===== src/rtl/ps2d_pkg.sv =====
package ps2d_pkg;
  localparam int DATA_BITS  = 8;
  localparam int FRAME_BITS = DATA_BITS + 3;

  typedef enum logic [2:0] {
    ST_IDLE,
    ST_TX_HI,
    ST_TX_LO,
    ST_RX_LO,
    ST_RX_HI,
    ST_ACK_LO,
    ST_ACK_HI,
    ST_REL
  } link_state_t;

  function automatic logic odd_par(input logic [DATA_BITS-1:0] d);
    return ~^d;
  endfunction
endpackage


===== src/rtl/ps2d_sync.sv =====
module ps2d_sync #(
  parameter int WIDTH  = 2,
  parameter int STAGES = 2
) (
  input  logic             clk,
  input  logic             rst,
  input  logic [WIDTH-1:0] d_in,
  output logic [WIDTH-1:0] d_out
);
  for (genvar g = 0; g < WIDTH; g++) begin : g_bit
    logic [STAGES-1:0] pipe;
    always_ff @(posedge clk) begin
      if (rst) pipe <= '1;
      else     pipe <= {pipe[STAGES-2:0], d_in[g]};
    end
    assign d_out[g] = pipe[STAGES-1];
  end
endmodule


===== src/rtl/ps2d_phase_timer.sv =====
module ps2d_phase_timer #(
  parameter int HALF_CYC = 5000
) (
  input  logic clk,
  input  logic rst,
  input  logic restart,
  output logic expired
);
  localparam int CW = $clog2(HALF_CYC + 1);
  logic [CW-1:0] cnt_q;

  always_ff @(posedge clk) begin
    if (rst)               cnt_q <= '0;
    else if (restart)      cnt_q <= CW'(HALF_CYC - 1);
    else if (cnt_q != '0)  cnt_q <= cnt_q - 1'b1;
  end

  assign expired = (cnt_q == '0);
endmodule


===== src/rtl/ps2d_idle_watch.sv =====
module ps2d_idle_watch #(
  parameter int HOLD_CYC = 6250
) (
  input  logic clk,
  input  logic rst,
  input  logic line_hi,
  output logic hold_ok
);
  localparam int CW = $clog2(HOLD_CYC + 1);
  logic [CW-1:0] cnt_q;

  always_ff @(posedge clk) begin
    if (rst || !line_hi)            cnt_q <= '0;
    else if (cnt_q != CW'(HOLD_CYC)) cnt_q <= cnt_q + 1'b1;
  end

  assign hold_ok = (cnt_q == CW'(HOLD_CYC));
endmodule


===== src/rtl/ps2_dev_xcvr.sv =====
module ps2_dev_xcvr
  import ps2d_pkg::*;
#(
  parameter int HALF_CYC    = 5000,
  parameter int HOLD_CYC    = 6250,
  parameter int SYNC_STAGES = 2
) (
  input  logic                 clk,
  input  logic                 rst,
  input  logic                 tx_valid,
  input  logic [DATA_BITS-1:0] tx_data,
  output logic                 tx_ready,
  output logic [DATA_BITS-1:0] rx_data,
  output logic                 rx_valid,
  output logic                 rx_parity_err,
  output logic                 rx_frame_err,
  output logic                 abort,
  input  logic                 ps2_clk_in,
  output logic                 ps2_clk_drv,
  input  logic                 ps2_dat_in,
  output logic                 ps2_dat_drv
);
  localparam int IDX_W    = $clog2(FRAME_BITS + 1);
  localparam int LAST_IDX = FRAME_BITS;
  localparam int STOP_IDX = DATA_BITS + 1;

  logic [1:0] line_s;
  logic       clk_s, dat_s;
  logic       hold_ok, expired, restart;

  link_state_t             st_q, st_nx;
  logic [IDX_W-1:0]        idx_q, idx_nx;
  logic [FRAME_BITS-1:0]   txsh_q, txsh_nx;
  logic [DATA_BITS:0]      rxsh_q, rxsh_nx;
  logic                    ferr_q, ferr_nx;
  logic                    abort_nx, done_nx;

  ps2d_sync #(.WIDTH(2), .STAGES(SYNC_STAGES)) u_sync (
    .clk  (clk),
    .rst  (rst),
    .d_in ({ps2_dat_in, ps2_clk_in}),
    .d_out(line_s)
  );
  assign clk_s = line_s[0];
  assign dat_s = line_s[1];

  ps2d_idle_watch #(.HOLD_CYC(HOLD_CYC)) u_idle (
    .clk    (clk),
    .rst    (rst),
    .line_hi(clk_s),
    .hold_ok(hold_ok)
  );

  ps2d_phase_timer #(.HALF_CYC(HALF_CYC)) u_timer (
    .clk    (clk),
    .rst    (rst),
    .restart(restart),
    .expired(expired)
  );

  assign tx_ready = (st_q == ST_IDLE) && hold_ok && clk_s && dat_s;
  assign restart  = (st_nx != st_q);

  always_comb begin
    st_nx    = st_q;
    idx_nx   = idx_q;
    txsh_nx  = txsh_q;
    rxsh_nx  = rxsh_q;
    ferr_nx  = ferr_q;
    abort_nx = 1'b0;
    done_nx  = 1'b0;
    unique case (st_q)
      ST_IDLE: begin
        if (clk_s && !dat_s) begin
          st_nx   = ST_RX_LO;
          idx_nx  = '0;
          ferr_nx = 1'b0;
        end else if (tx_valid && tx_ready) begin
          st_nx   = ST_TX_HI;
          idx_nx  = '0;
          txsh_nx = {1'b1, odd_par(tx_data), tx_data, 1'b0};
        end
      end
      ST_TX_HI: if (expired) begin
        if (!clk_s) begin
          st_nx    = ST_IDLE;
          abort_nx = 1'b1;
        end else if (idx_q == IDX_W'(LAST_IDX)) begin
          st_nx = ST_IDLE;
        end else begin
          st_nx = ST_TX_LO;
        end
      end
      ST_TX_LO: if (expired) begin
        st_nx   = ST_TX_HI;
        idx_nx  = idx_q + 1'b1;
        txsh_nx = {1'b1, txsh_q[FRAME_BITS-1:1]};
      end
      ST_RX_LO: if (expired) st_nx = ST_RX_HI;
      ST_RX_HI: if (expired) begin
        if (!clk_s) begin
          st_nx    = ST_IDLE;
          abort_nx = 1'b1;
        end else if (idx_q == IDX_W'(STOP_IDX)) begin
          if (dat_s) begin
            st_nx = ST_ACK_LO;
          end else begin
            ferr_nx = 1'b1;
            st_nx   = ST_RX_LO;
          end
        end else begin
          rxsh_nx = {dat_s, rxsh_q[DATA_BITS:1]};
          idx_nx  = idx_q + 1'b1;
          st_nx   = ST_RX_LO;
        end
      end
      ST_ACK_LO: if (expired) st_nx = ST_ACK_HI;
      ST_ACK_HI: if (expired) begin
        st_nx   = ST_REL;
        done_nx = 1'b1;
      end
      ST_REL:  if (expired) st_nx = ST_IDLE;
      default: st_nx = ST_IDLE;
    endcase
  end

  always_ff @(posedge clk) begin
    if (rst) begin
      st_q          <= ST_IDLE;
      idx_q         <= '0;
      txsh_q        <= '1;
      rxsh_q        <= '0;
      ferr_q        <= 1'b0;
      ps2_clk_drv   <= 1'b0;
      ps2_dat_drv   <= 1'b0;
      abort         <= 1'b0;
      rx_valid      <= 1'b0;
      rx_data       <= '0;
      rx_parity_err <= 1'b0;
      rx_frame_err  <= 1'b0;
    end else begin
      st_q        <= st_nx;
      idx_q       <= idx_nx;
      txsh_q      <= txsh_nx;
      rxsh_q      <= rxsh_nx;
      ferr_q      <= ferr_nx;
      ps2_clk_drv <= (st_q == ST_TX_LO) || (st_q == ST_RX_LO) || (st_q == ST_ACK_LO);
      ps2_dat_drv <= (((st_q == ST_TX_HI) || (st_q == ST_TX_LO)) && !txsh_q[0])
                     || (st_q == ST_ACK_LO) || (st_q == ST_ACK_HI);
      abort       <= abort_nx;
      rx_valid    <= done_nx;
      if (done_nx) begin
        rx_data       <= rxsh_q[DATA_BITS-1:0];
        rx_parity_err <= ~(^rxsh_q);
        rx_frame_err  <= ferr_q;
      end
    end
  end
endmodule


===== config.mk =====
export PLATFORM = sky130hd
export DESIGN_NAME = ps2_dev_xcvr
export DESIGN_NICKNAME = d
export VERILOG_FILES = /design/src/rtl/ps2d_pkg.sv /design/src/rtl/ps2d_sync.sv /design/src/rtl/ps2d_phase_timer.sv /design/src/rtl/ps2d_idle_watch.sv /design/src/rtl/ps2_dev_xcvr.sv
export SDC_FILE = /design/constraint.sdc
export NUM_CORES = 1
export LEC_CHECK = 0
export BUFFER_PORTS_ARGS = -buffer_cell sky130_fd_sc_hd__buf_2
export CORE_UTILIZATION = 64
export CTS_BUF_LIST = sky130_fd_sc_hd__clkbuf_16
export DETAILED_ROUTE_END_ITERATION = 10
export PLACE_DENSITY_LB_ADDON = 0.2
export SLEW_MARGIN = 20
export SYNTH_ARGS = -nofsm -noshare
export SYNTH_HDL_FRONTEND = slang
export SYNTH_HIERARCHICAL = 1
export SYNTH_SLANG_ARGS = --single-unit

===== constraint.sdc =====
create_clock -name clk -period 6.7 [get_ports clk]
set_input_delay 0.67 -clock clk [delete_from_list [all_inputs] [get_ports clk]]
set_output_delay 0.67 -clock clk [all_outputs]
set_load 0.1 [all_outputs]

Word-level counts from Yosys, hierarchy flattened
Cells that the tools add are included.
Widths: inputs -> output; s select.
{ "totals": {"input_bits": 13, "wordCells": 114, "register_bits": 72, "out_inout_bits": 15} }
{ "classes": {"mux": 37, "eq_ne": 22, "n_addsub": 3, "reduce_logical": 31, "bitwise": 4} }
{ "op_table": {"columns": ["operator", "count"], "rows": [
  ["$mux 3", 12],
  ["$mux 11", 3],
  ["$mux 13", 2],
  ["$mux 4", 6],
  ["$pmux 3 s8", 1],
  ["$pmux 11 s2", 1],
  ["$add 13x1->13 const B", 1],
  ["$eq 13x13->1 const B", 1],
  ["$logic_not 13->1", 1],
  ["$ne 13x13->1 const B", 1],
  ["$reduce_bool 13->1", 1],
  ["$sub 13x1->13 const B", 1],
  ["$eq 3x3->1 const B", 4],
  ["$ne 2x2->1 const B", 6],
  ["$pmux 4 s3", 1],
  ["$reduce_and 6->1", 2],
  ["$reduce_xor 9->1", 1],
  ["$eq 4x4->1 const B", 2],
  ["$mux 1", 8],
  ["$reduce_and 4->1", 2],
  ["$reduce_xnor 8->1", 1],
  ["$eq 3x2->1 const B", 2],
  ["$logic_and 1x1->1", 6],
  ["$logic_or 1x1->1", 6],
  ["other kinds (14)", 25]
]} }

Depth between registers and ports, before layout
{ "logic_depth": {"word_depth": 10, "ltp_mapped": 14} }

Cells and area by module
Netlist, hierarchy kept.
{ "by_module_without_submodules": {"columns": ["mod", "seq_area_each_um2", "instances", "cells_each", "area_each_um2"], "rows": [
  ["ps2_dev_xcvr", 820.8, 1, 237, 2003.2],
  ["ps2d_phase_timer", 260.2, 1, 82, 674.4],
  ["ps2d_idle_watch", 260.2, 1, 77, 658.1],
  ["ps2d_sync", 80.1, 1, 10, 120.1]
]} }

Worst setup path before layout
Ideal clock, no wire load.
{ "synth_timing": {"kind": "reg-to-reg", "from": "reg u_timer.cnt_q[0]", "to": "reg u_timer.cnt_q[4]", "path_buffers": 2, "setup_slack_ns": 3.517, "setup_time_ns": 0.116, "arrival_ns": 3.067, "t_required_ns": 6.584, "stages_incl_launch_ff": 15, "cell_sequence": "dfxtp_1 -> inv_1 -> ha_1 -> nor3b_1 -> nand4b_1 -> inv_1 -> clkbuf_1 -> o21ai_0 -> a22oi_1 -> o21ai_0 -> o21ai_0 -> or2_2 -> buf_1 -> nor2_1 -> a31o_2"} }
{ "synth_between": {"elab_chain_len": 5} }
{ "synth_rtl": {"columns": ["element", "line", "source"], "rows": [
  ["from (decl)", "ps2d_phase_timer.sv:10", "logic [CW-1:0] cnt_q;"],
  ["from (signal assigned)", "ps2d_phase_timer.sv:14", "else if (restart) cnt_q <= CW'(HALF_CYC - 1);"],
  ["from (signal assigned)", "ps2d_phase_timer.sv:15", "else if (cnt_q != '0) cnt_q <= cnt_q - 1'b1;"],
  ["$logic_not 13->1 *", "ps2d_phase_timer.sv:18", "assign expired = (cnt_q == '0);"],
  ["named net expired", "ps2_dev_xcvr.sv:29", "logic hold_ok, expired, restart;"],
  ["$mux 3 (tied with other cells)", "ps2_dev_xcvr.sv:122", "ST_REL: if (expired) st_nx = ST_IDLE;"],
  ["$pmux 3 s8 *", "ps2_dev_xcvr.sv:72", "unique case (st_q)"],
  ["$ne 3x3->1 *", "ps2_dev_xcvr.sv:62", "assign restart = (st_nx != st_q);"],
  ["named net restart", "ps2_dev_xcvr.sv:29", null],
  ["$reduce_or 2->1 (no source line) *", null, null]
]} }
The timed path passes the listed nets; every way through them passes the cells marked *.
A chain may end at the register's enable or synchronous reset.

Worst setup path after layout
Same ends and word-level chain as after synthesis.

==> results.yml <==
status:
  status: "completed"
synth:
  netlist.area_leader.share_pct: 41.1
  async_flop_share_pct: 0
  synth_flop_cell: "dfxtp_1"
  syn_nets: 424
  avgSynthCellArea_um2: 8.51
  ys_types: 62
  synth_common_cells: "dfxtp_1, nor2_1, nand2_1"
  yosys.cell_count.top_type: "dfxtp_1"
  syn_inst: 406
  syn_area_mm2: 0.00346
  synth_area_leaders: "dfxtp_1, a21oi_1, nor2_1, xnor2_1, nand2_1"
  seq_area_frac_synth_pct: 41.1
  synth_edf_count: 0
  synth_top_cell_by_area: "dfxtp_1"
  ys_ff_latch: 71
  ys.warnings.count: 6
setup_path:
  slowest_stage: "o21ai_0"
  critPathRequiredTime_ns: 6.92
  critPathCaptureType: "register"
  start_kind: "register"
  crit_type: "register to register"
  r2r_start: "u_timer/cnt_q[0]"
  cp.arrival_ns: 3.87
  rr_endpoint: "u_timer/cnt_q[4]"
  rr_worst_depth: 12
  crit_top_cell: "o21ai_0"
  critPathMaxFanout: 13
  crit_chain: "inv_1 -> ha_1 -> nor3b_1 -> nand4b_1 -> inv_1 -> o21ai_0 -> a22oi_1 -> o21ai_0 -> o21ai_0 -> or2_2 -> nor2_1 -> a31o_2"
  critPathBufInv: 2
  reg2reg_slack_ns: 3.04
  slowest_delay_ns: 0.63
  crit_family: "compound AO/OA/AOI/OAI gates"
route:
  ant_nets: 0
  drc: 0
  dr.pass1.iters: 4
  wl_per_cell_um: 14.0
  dr_total_vias: 2898
  vias_per_cell: 5.85
  initialDrtViolationCount: 152
  wl_um: 6940
timing:
  rsz0062_at_grt: "no"
  finalMaxSlewViolations: 0
  fin_crit_ns: 3.66
  relSlewSlack_pct: 22.8
  fmax_mhz: 274
  skew_ns: 0.00913
  hold_ws_ns: 0.410
  setup_violations: 0
  fin_setup_tns_ns: 0
  fin_crit_sh_pct: 54.6
  finalHoldViolCount: 0
  worstMarginPinSlew_ns: 1.15
clock_network:
  clk_latency_ns: 0.33
  cts.sinks: 71
  clockBufferDepth: 2
  cts_made_buffers: 9
  path_clk_slew_ns: 0.06
  hold_buffers: 0
  cts_tree: "yes"
  cts.repair.resized: 0
  post_cts_buffers: 0
  ctsHtreeMaxLevel: 3
  cts-root-buf: "clkbuf_16"
die:
  rows: 26
  die_x_um: 75.5
  start_util_pct: 67.2
  coreArea_mm2: 0.00514
  dieArea_mm2: 0.00570
  die_h_um: 75.5
  pin_count: 28
global_route:
  grt_pass1_wl_um: 11200
  track_usage_pct: 25.8
  grt_start_max_net_pins: 54
  first_global_vias: 2702
  antenna_found_initial: 0
  overflow: 0
placed_design:
  dp_cells: 480
  dpl.hpwl_um: 4550
  place.gp.congestion: 0.916
  dpl_cell_area_mm2: 0.00356
  port-buffer-count: 27
pwr:
  cellLeakagePower_nw: 1.46
  vdd_ir_drop_max_v: 0.000318
  power_density_mw_per_mm2: 354
final_layout:
  nets: 439
  stdcell_area_mm2: 0.00386
  area_delta_synth_final_pct: 11.8
  antennaDiodeCount: 0
  instances_no_fill: 495
  fillers: 404
  drive_gt1_share_pct: 12.0
min_path:
  hp-start: "u_sync/g_bit[1].pipe[0]"
  hold_path_depth: 1
  hold_path.class: "register to register"
  hold_end: "u_sync/g_bit[1].pipe[1]"
flow_run:
  cap_violations: 0
==> through the flow <==
stage,total power (W),utilization [%],setup WS (ns)
3_5_place_dp,0.000875,69.3,3.15
5_1_grt,0.00143,75.1,2.68
6_report,0.00137,75.1,3.04
3_3_place_gp,0.000864,69.3,3.39
4_1_cts,0.00137,75.1,3.11
2_1_floorplan,0.000805,-,3.52
==> worst max path at each step <==
stage / startpoint / endpoint / slack [ns] / depth (start not counted)
finish: u_timer/cnt_q[0] / u_timer/cnt_q[4] / 3.04 / 12
global route: u_timer/cnt_q[3] / u_timer/cnt_q[11] / 2.68 / 11
CTS: u_timer/cnt_q[0] / u_timer/cnt_q[4] / 3.11 / 12
detailed placement: u_timer/cnt_q[3] / u_timer/cnt_q[4] / 3.15 / 10
global placement: u_timer/cnt_q[0] / u_timer/cnt_q[4] / 3.39 / 12
floorplan: u_timer/cnt_q[0] / u_timer/cnt_q[4] / 3.52 / 14
==> layout make-up <==
type	count	area, µm²	share of cell area (%)
Tap cell	70	87.6	2.27
Timing Repair Buffer	28	143	3.69
Inverter	14	52.6	1.36
Multi-Input combinational cell	297	1860	48.0
Clock buffer	9	225	5.83
Sequential cell	71	1420	36.8
Clock inverter	6	77.6	2.01
==> placed cells by master (no fill, tap or decap), types with 5 or more instances in the layout <==
master     Yosys  routed
clkbuf_16      0       9
nand4_1        5       5
nand2b_1      14      14
or4_1          6       6
a31oi_1        5       5
xor2_1         6       6
nor2b_1       12      12
o21ai_0       10      10
nor3_1         9       9
nor4_1         9       9
a211oi_1      10      10
or3_1          9       9
nand3_1        9       9
o21bai_1       8       8
xnor2_1       15      15
ha_1           5       5
inv_1         14      15
nand2_1       34      34
buf_2          5      27
o31ai_1        5       5
nor2_1        39      39
mux2i_1       10      10
dfxtp_1       71      71
a21oi_1       31      31
==> sequential cells by signal (all words and copies together) (netlist names), 3 cells and up <==
| register | count |
|---|---|
| u_idle/cnt_q | 13 |
| u_timer/cnt_q | 13 |
| txsh_q | 10 |
| rxsh_q | 9 |
| rx_data | 8 |
| idx_q | 4 |
| u_sync/g_bit.pipe | 4 |
| st_q | 3 |
==> routing by layer <==
metal	track usage (%)	share of wire, %	vias to the layer above
li1	-	-	1475
met1	30.0	46	1342
met2	44.6	48	70
met3	7.80	4.2	11
met4	10.1	1.3	0
met5	0	0	-
==> report_power, final <==
| part | switching [W] | internal (W) | leakage [nW] |
|---|---|---|---|
| combinational | 0.000206 | 0.000143 | 0.724 |
| clock | 0.000168 | 0.000319 | 0.154 |
| sequential | 0.0000629 | 0.000468 | 0.577 |
| total | 0.000436 | 0.000931 | 1.46 |
==> cell families after synthesis <==
group | synth area share, %
AO/OA/AOI/OAI | 17.2
buffers and inverters | 5.18
multiplexers | 3.22
adder cells (fa/ha/maj) | 1.81
AND/OR/NAND/NOR | 26.2
flip-flops | 41.1
XOR/XNOR | 5.32
Power figures use the tool's default switching activity.
